<file path="src/rtl/adc_ctrl_pkg.sv">
package adc_ctrl_pkg;
    typedef enum logic [2:0] {
        ST_IDLE,
        ST_WAKE,
        ST_START,
        ST_CONV,
        ST_RD_CS,
        ST_RD_STROBE
    } ctl_state_t;
endpackage

</file>
<file path="src/rtl/adc_busy_sync.sv">
module adc_busy_sync #(
    parameter int STAGES = 2
) (
    input  logic clk,
    input  logic rst_n,
    input  logic async_i,
    output logic sync_o
);
    logic [STAGES-1:0] shift_q;

    always_ff @(posedge clk or negedge rst_n) begin
        if (!rst_n) begin
            shift_q <= '0;
        end else begin
            shift_q <= {shift_q[STAGES-2:0], async_i};
        end
    end

    assign sync_o = shift_q[STAGES-1];
endmodule

</file>
<file path="src/rtl/adc_phase_timer.sv">
module adc_phase_timer #(
    parameter int W = 8
) (
    input  logic         clk,
    input  logic         rst_n,
    input  logic         load_i,
    input  logic [W-1:0] load_val_i,
    output logic         done_o
);
    logic [W-1:0] cnt_q;

    always_ff @(posedge clk or negedge rst_n) begin
        if (!rst_n) begin
            cnt_q <= '0;
        end else if (load_i) begin
            cnt_q <= load_val_i;
        end else if (cnt_q != '0) begin
            cnt_q <= cnt_q - 1'b1;
        end
    end

    assign done_o = (cnt_q == '0);
endmodule

</file>
<file path="src/rtl/adc_sample_ctrl.sv">
module adc_sample_ctrl
    import adc_ctrl_pkg::*;
#(
    parameter int CLK_MHZ     = 100,
    parameter int WAKE_NS     = 1500,
    parameter int TIMEOUT_CYC = 40,
    parameter int RD_CYC      = 3,
    parameter int SYNC_STAGES = 2
) (
    input  logic       clk,
    input  logic       rst_n,
    input  logic       req_i,
    input  logic       pdown_i,
    output logic       ready_o,
    output logic       valid_o,
    output logic [7:0] data_o,
    output logic       err_o,
    output logic       convst_o,
    output logic       cs_n_o,
    output logic       rd_n_o,
    input  logic       busy_i,
    input  logic [7:0] db_i
);
    localparam int WAKE_RAW = (CLK_MHZ * WAKE_NS + 999) / 1000;
    localparam int WAKE_CYC = (WAKE_RAW < 1) ? 1 : WAKE_RAW;
    localparam int MAX_A    = (WAKE_CYC > TIMEOUT_CYC) ? WAKE_CYC : TIMEOUT_CYC;
    localparam int MAX_LD   = (MAX_A > RD_CYC) ? MAX_A : RD_CYC;
    localparam int TW       = $clog2(MAX_LD + 1);

    ctl_state_t state_q, state_d;
    logic       busy_s;
    logic       tmr_load;
    logic [TW-1:0] tmr_val;
    logic       tmr_done;
    logic       mode_pd_q;
    logic       convst_q;
    logic       valid_q;
    logic       err_q;
    logic [7:0] data_q;

    adc_busy_sync #(.STAGES(SYNC_STAGES)) busy_sync_i (
        .clk     (clk),
        .rst_n   (rst_n),
        .async_i (busy_i),
        .sync_o  (busy_s)
    );

    adc_phase_timer #(.W(TW)) phase_tmr_i (
        .clk        (clk),
        .rst_n      (rst_n),
        .load_i     (tmr_load),
        .load_val_i (tmr_val),
        .done_o     (tmr_done)
    );

    // state register
    always_ff @(posedge clk or negedge rst_n) begin
        if (!rst_n) begin
            state_q <= ST_IDLE;
        end else begin
            state_q <= state_d;
        end
    end

    // next state and phase timer loading
    always_comb begin
        state_d  = state_q;
        tmr_load = 1'b0;
        tmr_val  = '0;
        unique case (state_q)
            ST_IDLE: begin
                if (req_i) begin
                    state_d  = ST_WAKE;
                    tmr_load = 1'b1;
                    tmr_val  = TW'(WAKE_CYC - 1);
                end
            end
            ST_WAKE: begin
                if (tmr_done) begin
                    state_d  = ST_START;
                    tmr_load = 1'b1;
                    tmr_val  = TW'(TIMEOUT_CYC - 1);
                end
            end
            ST_START: begin
                if (busy_s) begin
                    state_d = ST_CONV;
                end else if (tmr_done) begin
                    state_d = ST_IDLE;
                end
            end
            ST_CONV: begin
                if (!busy_s) begin
                    state_d = ST_RD_CS;
                end
            end
            ST_RD_CS: begin
                state_d  = ST_RD_STROBE;
                tmr_load = 1'b1;
                tmr_val  = TW'(RD_CYC - 1);
            end
            ST_RD_STROBE: begin
                if (tmr_done) begin
                    state_d = ST_IDLE;
                end
            end
            default: state_d = ST_IDLE;
        endcase
    end

    // registered outputs
    always_ff @(posedge clk or negedge rst_n) begin
        if (!rst_n) begin
            mode_pd_q <= 1'b0;
            convst_q  <= 1'b0;
            valid_q   <= 1'b0;
            err_q     <= 1'b0;
            data_q    <= '0;
        end else begin
            valid_q <= 1'b0;
            err_q   <= 1'b0;
            if (state_q == ST_IDLE && req_i) begin
                mode_pd_q <= pdown_i;
            end
            unique case (state_d)
                ST_WAKE:  convst_q <= 1'b1;
                ST_START: convst_q <= 1'b0;
                ST_CONV, ST_RD_CS, ST_RD_STROBE: convst_q <= !mode_pd_q;
                ST_IDLE: begin
                    if (state_q == ST_START) begin
                        convst_q <= 1'b0;
                        err_q    <= 1'b1;
                    end else if (state_q == ST_RD_STROBE) begin
                        valid_q <= 1'b1;
                        data_q  <= db_i;
                    end
                end
                default: convst_q <= 1'b0;
            endcase
        end
    end

    assign ready_o  = (state_q == ST_IDLE);
    assign cs_n_o   = !((state_q == ST_RD_CS) || (state_q == ST_RD_STROBE));
    assign rd_n_o   = !(state_q == ST_RD_STROBE);
    assign convst_o = convst_q;
    assign valid_o  = valid_q;
    assign err_o    = err_q;
    assign data_o   = data_q;
endmodule

</file>
<file path="config.mk">
export PLATFORM = sky130hd
export DESIGN_NAME = adc_sample_ctrl
export DESIGN_NICKNAME = d
export VERILOG_FILES = /design/src/rtl/adc_ctrl_pkg.sv /design/src/rtl/adc_busy_sync.sv /design/src/rtl/adc_phase_timer.sv /design/src/rtl/adc_sample_ctrl.sv
export SDC_FILE = /design/constraint.sdc
export NUM_CORES = 1
export LEC_CHECK = 0
export BUFFER_PORTS_ARGS = -buffer_cell sky130_fd_sc_hd__buf_2
export CAP_MARGIN = 10
export CORE_AREA = 2 2 68 70
export CTS_BUF_LIST = sky130_fd_sc_hd__clkbuf_4 sky130_fd_sc_hd__clkbuf_8 sky130_fd_sc_hd__clkbuf_16
export CTS_CLUSTER_DIAMETER = 150
export DETAILED_ROUTE_END_ITERATION = 8
export DIE_AREA = 0 0 70 72
export SETUP_SLACK_MARGIN = 0.4
export SLEW_MARGIN = 20
export SYNTH_ARGS = -nofsm -noshare
export SYNTH_HDL_FRONTEND = slang
export SYNTH_SLANG_ARGS = --single-unit
</file>
<file path="constraint.sdc">
create_clock -name clk -period 4.5 [get_ports clk]
set_input_delay 0.675 -clock clk [delete_from_list [all_inputs] [get_ports clk]]
set_output_delay 0.675 -clock clk [all_outputs]
set_load 0.01 [all_outputs]
</file>
# [After elaboration in Yosys (flattened, before gate mapping)]
# Cells that the tools add are included.
[classes] addsub=1 n_eq_ne=10 mux=21 n_bitwise=1 reduce_logical=12
[op_table] cell="$mux 8" count=3
[op_table] cell="$pmux 8 s3" count=1
[op_table] cell="$pmux 3 s6" count=1
[op_table] cell="$mux 3" count=5
[op_table] cell="$eq 3x3->1 const B" count=4
[op_table] cell="$eq 3x2->1 const B" count=3
[op_table] cell="$logic_not 8->1" count=1
[op_table] cell="$mux 1" count=8
[op_table] cell="$reduce_bool 8->1" count=1
[op_table] cell="$sub 8x1->8 const B" count=1
[op_table] cell="$eq 3x1->1 const B" count=2
[op_table] cell="$logic_not 3->1" count=2
[op_table] cell="$mux 6" count=1
[op_table] cell="$pmux 1 s3" count=2
[op_table] cell="$logic_not 1->1" count=3
[op_table] cell="$reduce_and 3->1" count=1
[op_table] cell="$reduce_or 3->1" count=1
[op_table] cell="$ne 2x2->1 const B" count=1
[op_table] cell="$reduce_bool 2->1" count=1
[op_table] cell="$logic_and 1x1->1" count=1
[op_table] cell="$logic_or 1x1->1" count=1
[op_table] cell="$not 1->1" count=1
[totals] ff_bits=25 output_inout_bits=14 elab_cells=53

# [Longest topological paths before layout]
# Gate-level depths: netlist of run 1.
[logic_depth] word_depth=7 mapped_depth=6 mapped_depth_nobuf=6

# [Cells and area by module]
# Synthesis of run 1 repeated with hierarchy kept, for this count alone.
[hier_totals] cells_unflattened=122 area_unflattened_um2=1252.5
[by_module_without_submodules] module="adc_sample_ctrl" instances=1 cells_each=66 area_per_inst_um2=725.7
[by_module_without_submodules] module="adc_phase_timer" instances=1 cells_each=54 area_per_inst_um2=476.7
[by_module_without_submodules] module="adc_busy_sync" instances=1 cells_each=2 area_per_inst_um2=50.0

# [Least setup slack after synthesis of run 1]
# OpenSTA, ideal clock, no wires.
[synth_timing] path_type="register -> register" from="reg phase_tmr_i.cnt_q[0]" to="reg convst_q (netlist: convst_o)" arrival_ns=1.863 path_slack_ns=2.551 stages_incl_launch_ff=7 synth_period_minus_slack_ns=1.949 path_cell_list="dfrtp_1 inv_1 ha_1 or3b_2 o31a_1 or3b_1 a32oi_1"
[synth_between] elab_chain_len=7
[synth_lines] element="from (decl)" line="adc_phase_timer.sv:10" rtl="logic [W-1:0] cnt_q;"
[synth_lines] element="from (signal assigned)" line="adc_phase_timer.sv:16" rtl="cnt_q <= load_val_i;"
[synth_lines] element="from (signal assigned)" line="adc_phase_timer.sv:18" rtl="cnt_q <= cnt_q - 1'b1;"
[synth_lines] element="$logic_not 8->1 (*)" line="adc_phase_timer.sv:22" rtl="assign done_o = (cnt_q == '0);"
[synth_lines] element="$mux 3" line="adc_sample_ctrl.sv:88, adc_sample_ctrl.sv:103"
[synth_lines] element="$mux 3" line="adc_sample_ctrl.sv:86" rtl="if (busy_s) begin"
[synth_lines] element="$pmux 3 s6 (*)" line="adc_sample_ctrl.sv:70" rtl="unique case (state_q)"
[synth_lines] element="$eq 3x2->1 or $eq 3x3->1 (tied branches)" line="adc_sample_ctrl.sv:125" rtl="unique case (state_d)"
[synth_lines] element="$reduce_or 3->1" line="adc_sample_ctrl.sv:125"
[synth_lines] element="$pmux 1 s3" line="adc_sample_ctrl.sv:125"
[synth_lines] element="to (signal assigned)" line="adc_sample_ctrl.sv:128" rtl="ST_CONV, ST_RD_CS, ST_RD_STROBE: convst_q <= !mode_pd_q;"
[synth_lines] element="to (decl)" line="adc_sample_ctrl.sv:36" rtl="logic convst_q;"
# Mark *: on every way between the ends. The rest lies on a longest branch, timed or not.
# A chain may end at the register's enable or synchronous reset.

# [Final worst setup path of run 1]
[layout_timing] from="reg phase_tmr_i.cnt_q[0]" to="reg data_q[5] (netlist: data_o[5])"
[layout_between] elab_chain_len=6
[layout_lines] element="$logic_not 8->1 (*)" line="adc_phase_timer.sv:22"
[layout_lines] element="$mux 3" line="adc_sample_ctrl.sv:88, adc_sample_ctrl.sv:103"
[layout_lines] element="$mux 3" line="adc_sample_ctrl.sv:86"
[layout_lines] element="$pmux 3 s6 (*)" line="adc_sample_ctrl.sv:70"
[layout_lines] element="$logic_not 3->1 (*)" line="adc_sample_ctrl.sv:125"
[layout_lines] element="$reduce_and 3->1 (no line) (*)"
[layout_lines] element="to (signal assigned)" line="adc_sample_ctrl.sv:135" rtl="data_q <= db_i;"
[layout_lines] element="to (decl)" line="adc_sample_ctrl.sv:39" rtl="logic [7:0] data_q;"
# Marks and branches as above.

==> out/metrics.yaml, run 1 <==
cts_buffers: 3
wl_per_cell_um: 14.16
antenna_found_initial: 0
synth_top_area_share_pct: 50.00
synth-edff-count: 0
timing.rr.end: "data_o[5]"
multiInputGateArea_um2: 588.1
min_period_ns: 2.412
die_y_um: 72
hold_start: "busy_sync_i.shift_q[0]"
clockPowerShare_pct: 16.4
synth_area_um2: 1251
r2r-start: "phase_tmr_i.cnt_q[0]"
ir_worst_vdd_mv: 0.1925
area_growth_pct: 18.60
critPathKind: "reg -> reg"
die_area_um2: 5040
critPathRequiredTime_ns: 4.65
drc: 0
rows: 24
endpoint_kind: "register"
seqPwrFrac_pct: 45.3
fmaxAchievable_ghz: 0.4145
yosysSeqAreaShare_pct: 50.00
worstMarginPinSlew_ns: 0.8166
worstHoldPathType: "reg -> reg"
finalPower_uw: 812.5
die_width_um: 70
start_kind: "register"
nFillCells: 452
post-route-period-util_pct: 53.61
final_layout_size_suffix_gt1_share_pct: 30.56
vias: 1004
grt.total_usage_pct: 11.87
yosysTopAreaCell: "dfrtp_1"
h-tree-depth: 1
r2r_cells: 5
ctsLongestPathBuffers: 2
ys_top_cells_by_area: "dfrtp_1 50%, mux2_2 8.1%, a21oi_1 2.8%, nor2_1 2.7%, inv_1 2.1%"
ctsRootBufferMaster: "clkbuf_8"
ios: 27
dp_cells: 192
tns_ns: 0
clock_latency_ns: 0.26
power_frac_comb_pct: 38.3
swShare_pct: 38.82
totalWireLength_um: 2775
slew_headroom_pct: 44.82
final-hold-violation-count: 0
yosys_warnings: 0
hold_depth: 0
place_congestion: 0.8498
cts_setup_buffers: 0
fin_skew_ns: 0.004814
yosysMostFrequentCell: "dfrtp_1"
dpl.hpwl_um: 2161
hold_end: "busy_sync_i.shift_q[1]"
ctsResizeCount: 0
antenna_left: 0
syn_area_per_cell_um2: 10.69
leakagePower_uw: 0.0006664
fin_nets: 160
syn-num-nets: 132
finalSetupViolations: 0
area.sequential_um2: 625.6
final-instance-count-excl-fill: 196
core-area_um2: 4264
utilization_pct: 34.80
port_buffers: 26
ys_async_sr_fraction_pct: 100.0
cp_max_fo: 8
rrSetupSlack_ns: 2.09
ys_dominant_reg_cell: "dfrtp_1"
viasPerCell: 5.122
power_density_nw_per_um2: 547.6
p_sw_uw: 315.4
holdBufCountCts: 0
start_util_pct: 29.34
max_cap_viol_count: 0
path_clk_slew_ns: 0.08
grt_max_degree: 26
dr.pass1.iters: 4
first_iter_violations: 48
ys_ff_latch: 25
grt_pass1_vias: 1054
clock_sink_count: 25
ys_top_cells_by_count: "25 x dfrtp_1, 9 x mux2_2, 9 x nor2_1"
synth_cell_types: 36
syn_inst: 117
cp.arrival_ns: 2.56
grt_pass1_wl_um: 4857
p_int_uw: 497.1
slew_viol_final: 0
cts_tree: "yes"
rsz0062_at_grt: "no"
overflow: 0
outcome: "finished, final reports clean"
n_antenna_cell: 0
logic make-up after synthesis:
kind of cell / Yosys count / synth area share, %
mux: 10 / 8.900
simple gates: 39 / 18.30
fa+ha+maj: 2 / 2.000
flops: 25 / 50.00
xor+xnor: 5 / 3.501
compound gates: 26 / 14.30
buf+inv: 10 / 3.000
worst max path at each step:
| stage | start | slack (ns) | endpoint |
|---|---|---|---|
| 6_report | phase_tmr_i.cnt_q[0] | 2.09 | data_o[5] |
| 5_1_grt | phase_tmr_i.cnt_q[0] | 1.89 | data_o[0] |
| 4_1_cts | phase_tmr_i.cnt_q[0] | 2.03 | data_o[0] |
| 3_5_place_dp | phase_tmr_i.cnt_q[0] | 2.04 | data_o[5] |
| 3_3_place_gp | phase_tmr_i.cnt_q[0] | 2.20 | data_o[0] |
| 2_1_floorplan | phase_tmr_i.cnt_q[0] | 2.55 | convst_o |
cell type report:
type                       instances  share of cell area (%)
timing repair buffer              26                   8.769
multi-input combinational         82                   39.63
clock buffer                       4                   3.288
sequential                        25                   42.16
inverter                           7                   1.771
tap                               52                   4.384
flip-flops by register name, indices dropped and copies added, names as in the netlist:
register / count
err_o: 1
busy_sync_i.shift_q: 2
data_o: 8
valid_o: 1
mode_pd_q: 1
phase_tmr_i.cnt_q: 8
state_q: 3
convst_o: 1
metal layers:
layer / track usage, % / up-vias / part of all wire [%]
met5: 0 / - / 0
met4: 3.419 / 0 / 0.36
met3: 2.500 / 2 / 6.8
met2: 19.89 / 42 / 47
met1: 15.63 / 485 / 46
li1: - / 475 / -
placed cells by master, fill, tap and decap left out, types with 3 or more instances in the layout:
| cell | Yosys | layout |
|---|---|---|
| o21ai_0 | 4 | 4 |
| dfrtp_1 | 25 | 25 |
| o31ai_1 | 3 | 3 |
| mux2_2 | 9 | 9 |
| nor2b_1 | 3 | 3 |
| a21oi_1 | 7 | 7 |
| nor3_1 | 3 | 3 |
| nor3b_1 | 3 | 3 |
| xor2_1 | 3 | 3 |
| nand2_1 | 7 | 7 |
| buf_2 | 0 | 26 |
| nand3_1 | 5 | 5 |
| inv_1 | 7 | 7 |
| clkbuf_8 | 0 | 3 |
| nor2_1 | 9 | 9 |
worst max-delay path, cell delays in order (launching register included):
cell,delay (ns)
dfrtp_1,0.44
inv_1,0.14
ha_1,0.20
nor4bb_1,0.67
nand3_1,0.45
mux2_2,0.40
per-stage QoR:
stage	hold slack [ns]	setup slack (ns)	instance area [um^2]
finish	0.3638	2.088	1484
global route	0.3705	1.887	1484
CTS	0.3657	2.026	1484
detailed placement	0.3464	2.039	1435
global placement	0.3321	2.197	1435
floorplan	0.3312	2.551	1251
power groups by stage:
stage,clock network (uW),logic [uW],registers [uW]
2_1_floorplan,0,250,339
3_3_place_gp,0,307,368
3_5_place_dp,0,313,372
4_1_cts,141,316,367
5_1_grt,151,353,378
6_report,133,311,368
No activity file was read; power rests on OpenSTA's default activity.
==> run 2: changes to the inputs <==
--- a/config.mk
+++ b/config.mk
@@ -5,13 +5,14 @@
 export SDC_FILE = /design/constraint.sdc
 export NUM_CORES = 1
 export LEC_CHECK = 0
+export ABC_AREA = 1
 export BUFFER_PORTS_ARGS = -buffer_cell sky130_fd_sc_hd__buf_2
 export CAP_MARGIN = 10
-export CORE_AREA = 2 2 68 70
+export CORE_AREA = 2 2 69 71
 export CTS_BUF_LIST = sky130_fd_sc_hd__clkbuf_4 sky130_fd_sc_hd__clkbuf_8 sky130_fd_sc_hd__clkbuf_16
 export CTS_CLUSTER_DIAMETER = 150
 export DETAILED_ROUTE_END_ITERATION = 8
-export DIE_AREA = 0 0 70 72
+export DIE_AREA = 0 0 71 73
 export SETUP_SLACK_MARGIN = 0.4
 export SLEW_MARGIN = 20
 export SYNTH_ARGS = -nofsm -noshare
==> constraint.sdc (replaced) <==
create_clock -name clk -period 2.3 [get_ports clk]
set_input_delay 0.345 -clock clk [delete_from_list [all_inputs] [get_ports clk]]
set_output_delay 0.345 -clock clk [all_outputs]
set_load 0.01 [all_outputs]
==> run 2 against run 1 <==
Effect of this change:
- critical endpoint is now rd_n_o
- routed wire length decreased by 2.9%
- sequential share of layout area decreased by 1.7 points
- critical path type is now reg -> out
- sequential power increased by 21%
- worst hold slack got worse by 0.31 ns
- global-route usage decreased by 0.80 points
- cell count increased by 23%
- largest power group unchanged
- non-clock buffer count increased by 4
- total power decreased by 10%
==> out/metrics.yaml, run 2 <==
outcome: "finished, final reports clean"
area_growth_pct: 19.17
ys_top_cells_by_area: "dfrtp_1 48%, nand2_1 11%, inv_1 6.1%, nand4_1 5.3%, nor2_4 3.5%"
ios: 27  # unchanged
slew_viol_final: 0  # unchanged
place_congestion: 0.8343  # -1.8%
critPathRequiredTime_ns: 1.96  # -2.69 ns
p_int_uw: 573.0  # +15%
cp_max_fo: 10  # +2
final_cell_mix: "39 x nand2_1, 26 x buf_2, 25 x dfrtp_1"
leakagePower_uw: 0.0008477  # +27%
endpoint_kind: "output pin"
final-hold-violation-count: 0  # unchanged
ctsRootBufferMaster: "clkbuf_8"
r2r-start: "phase_tmr_i.cnt_q[1]"
rows: 25  # +4.2%
post-route-period-util_pct: 75.56
syn-num-nets: 172  # +30%
clock_latency_ns: 0.27  # about the same
final_layout_size_suffix_gt1_share_pct: 29.26  # -1.3 points
p_sw_uw: 154.6  # -51%
clock_sink_count: 25  # unchanged
n_antenna_cell: 0  # unchanged
cts_tree: "yes"
overflow: 0  # unchanged
max_cap_viol_count: 0  # unchanged
viasPerCell: 4.612  # -10%
slew_headroom_pct: 62.97  # +18 points
drc: 0  # unchanged
tns_ns: 0  # unchanged
wl_per_cell_um: 11.13  # -21%
antenna_found_initial: 0  # unchanged
final_common_cell: "nand2_1"
core-area_um2: 4536  # +6.4%
dr.pass1.iters: 4  # unchanged
synth_area_um2: 1299  # +3.8%
yosysSeqAreaShare_pct: 48.17  # -1.8 points
first_iter_violations: 44  # -8.3%
worstMarginPinSlew_ns: 0.5555  # -0.2611 ns
synth_top_area_share_pct: 48.17  # -1.8 points
die_y_um: 73  # +1.4%
path_clk_slew_ns: 0.09  # about the same
fin_nets: 204  # +28%
vias: 1116  # +11%
syn_area_per_cell_um2: 8.272  # -23%
ys_ff_latch: 25  # unchanged
synth_cell_types: 24  # -33%
port_buffers: 26  # unchanged
grt_pass1_wl_um: 4560  # -6.1%
yosys_warnings: 0  # unchanged
grt_pass1_vias: 1042  # -1.1%
die_area_um2: 5183  # +2.8%
ys_top_cells_by_count: "39 x nand2_1, 25 x dfrtp_1, 21 x inv_1, 11 x nand4_1, 11 x nor2_1"
ctsLongestPathBuffers: 2  # unchanged
min_period_ns: 1.738
fmaxAchievable_ghz: 0.5755
antenna_left: 0  # unchanged
finalPower_uw: 727.6  # -10%
yosysMostFrequentCell: "nand2_1"
yosysTopAreaCell: "dfrtp_1"
ys_async_sr_fraction_pct: 100.0  # unchanged
h-tree-depth: 1  # unchanged
worstHoldPathType: "in -> async"
totalWireLength_um: 2694  # -2.9%
ir_worst_vdd_mv: 0.2586  # +34%
cp.arrival_ns: 1.39  # -1.17 ns
fin_skew_ns: 0.001824  # -0.002990 ns
start_util_pct: 28.63  # -0.71 points
clockPowerShare_pct: 35.5  # +19 points
rsz0062_at_grt: "no"
cts_buffers: 3  # unchanged
critPathKind: "reg -> out"
startpoint: "state_q[1]"
grt.total_usage_pct: 11.06  # -0.80 points
finalSetupViolations: 0  # unchanged
dpl.hpwl_um: 2029  # -6.1%
synth-edff-count: 0  # unchanged
die_width_um: 71  # +1.4%
swShare_pct: 21.24  # -18 points
ys_dominant_reg_cell: "dfrtp_1"
power_frac_comb_pct: 3.4  # -35 points
seqPwrFrac_pct: 61.1  # +16 points
start_kind: "register"
syn_inst: 157  # +34%
grt_max_degree: 26  # unchanged
power_density_nw_per_um2: 470.1  # -14%
## run 2: changes by cell type in the layout (fill, tap and decap cells not counted), moves of 4 or more
| cell | delta |
|---|---|
| nor2_2 | +4 |
| buf_4 | +4 |
| nand2_2 | +6 |
| nand2_1 | +32 |
| inv_2 | +4 |
| nor2_4 | +4 |
| nand4_1 | +11 |
| mux2_2 | -9 |
| inv_1 | +14 |
## run 2: stage by stage
stage	util [%]	setup slack (ns)	hold slack (ns)	area [um^2]	std cells
CTS	33.74	0.4707	0.08243	1530	240
floorplan	-	0.8069	0.04941	1299	157
finish	34.12	0.5622	0.05797	1548	242
detailed placement	32.72	0.4886	0.3373	1484	236
global route	34.12	0.4224	0.09420	1548	242
global placement	32.72	0.5187	0.3340	1484	236
## run 2: per-layer routing
layer  routed length (um)  GRT usage (%)
met1                 1224          13.69
met2                 1332          19.73
met3                   99          1.657
met4                   38          3.774
met5                    0              0
## run 2: final cells by class
type	instances	area, um^2
Clock buffer	3	41.29
Clock inverter	1	5.005
Fill cell	492	2988
Inverter	25	93.84
Multi-Input combinational cell	104	554.3
Sequential cell	25	625.6
Tap cell	54	67.56
Timing Repair Buffer	30	160.2
## run 2: path summary, 6_finish.rpt
check                      slack, ns  cells past startpoint                     end
max                             0.56                      6                  rd_n_o
min                             0.06                      1    phase_tmr_i.cnt_q[3]
max reg2reg                     0.59                     10               data_o[2]
min reg2reg                     0.36                      0  busy_sync_i.shift_q[1]
max in group asynchronous       1.88                      1               mode_pd_q
min in group clk                0.18                      1  busy_sync_i.shift_q[0]
## run 2: logic make-up after synthesis
logic type | synth area share [%]
XOR/XNOR | 1.349
AND/OR/NAND/NOR | 33.04
AO/OA/AOI/OAI | 6.166
adder cells (fa/ha/maj) | 1.926
buffers and inverters | 9.344
flip-flops | 48.17
## run 2: power by group through the flow
| stage | sequential, uW | combinational [uW] | clock [uW] |
|---|---|---|---|
| finish | 444 | 24.8 | 258 |
| global route | 445 | 28.9 | 289 |
| CTS | 444 | 26.3 | 273 |
| detailed placement | 453 | 26.2 | 0 |
| global placement | 453 | 25.6 | 0 |
| floorplan | 453 | 5.58 | 0 |
## run 2: worst max-delay path, stage by stage (launching register included)
cell and delay, ns:
dfrtp_1 0.42, inv_1 0.10, nand2_1 0.10, nor2_2 0.15, buf_4 0.19, inv_1 0.04
buf_2 0.13
## run 2: what timing repair did
item | in CTS | in global routing
hold buffers | 0 | 0
buffers inserted | 0 | 2
endpoints found under the setup margin | 0 | 9
gates resized for setup | 0 | 1
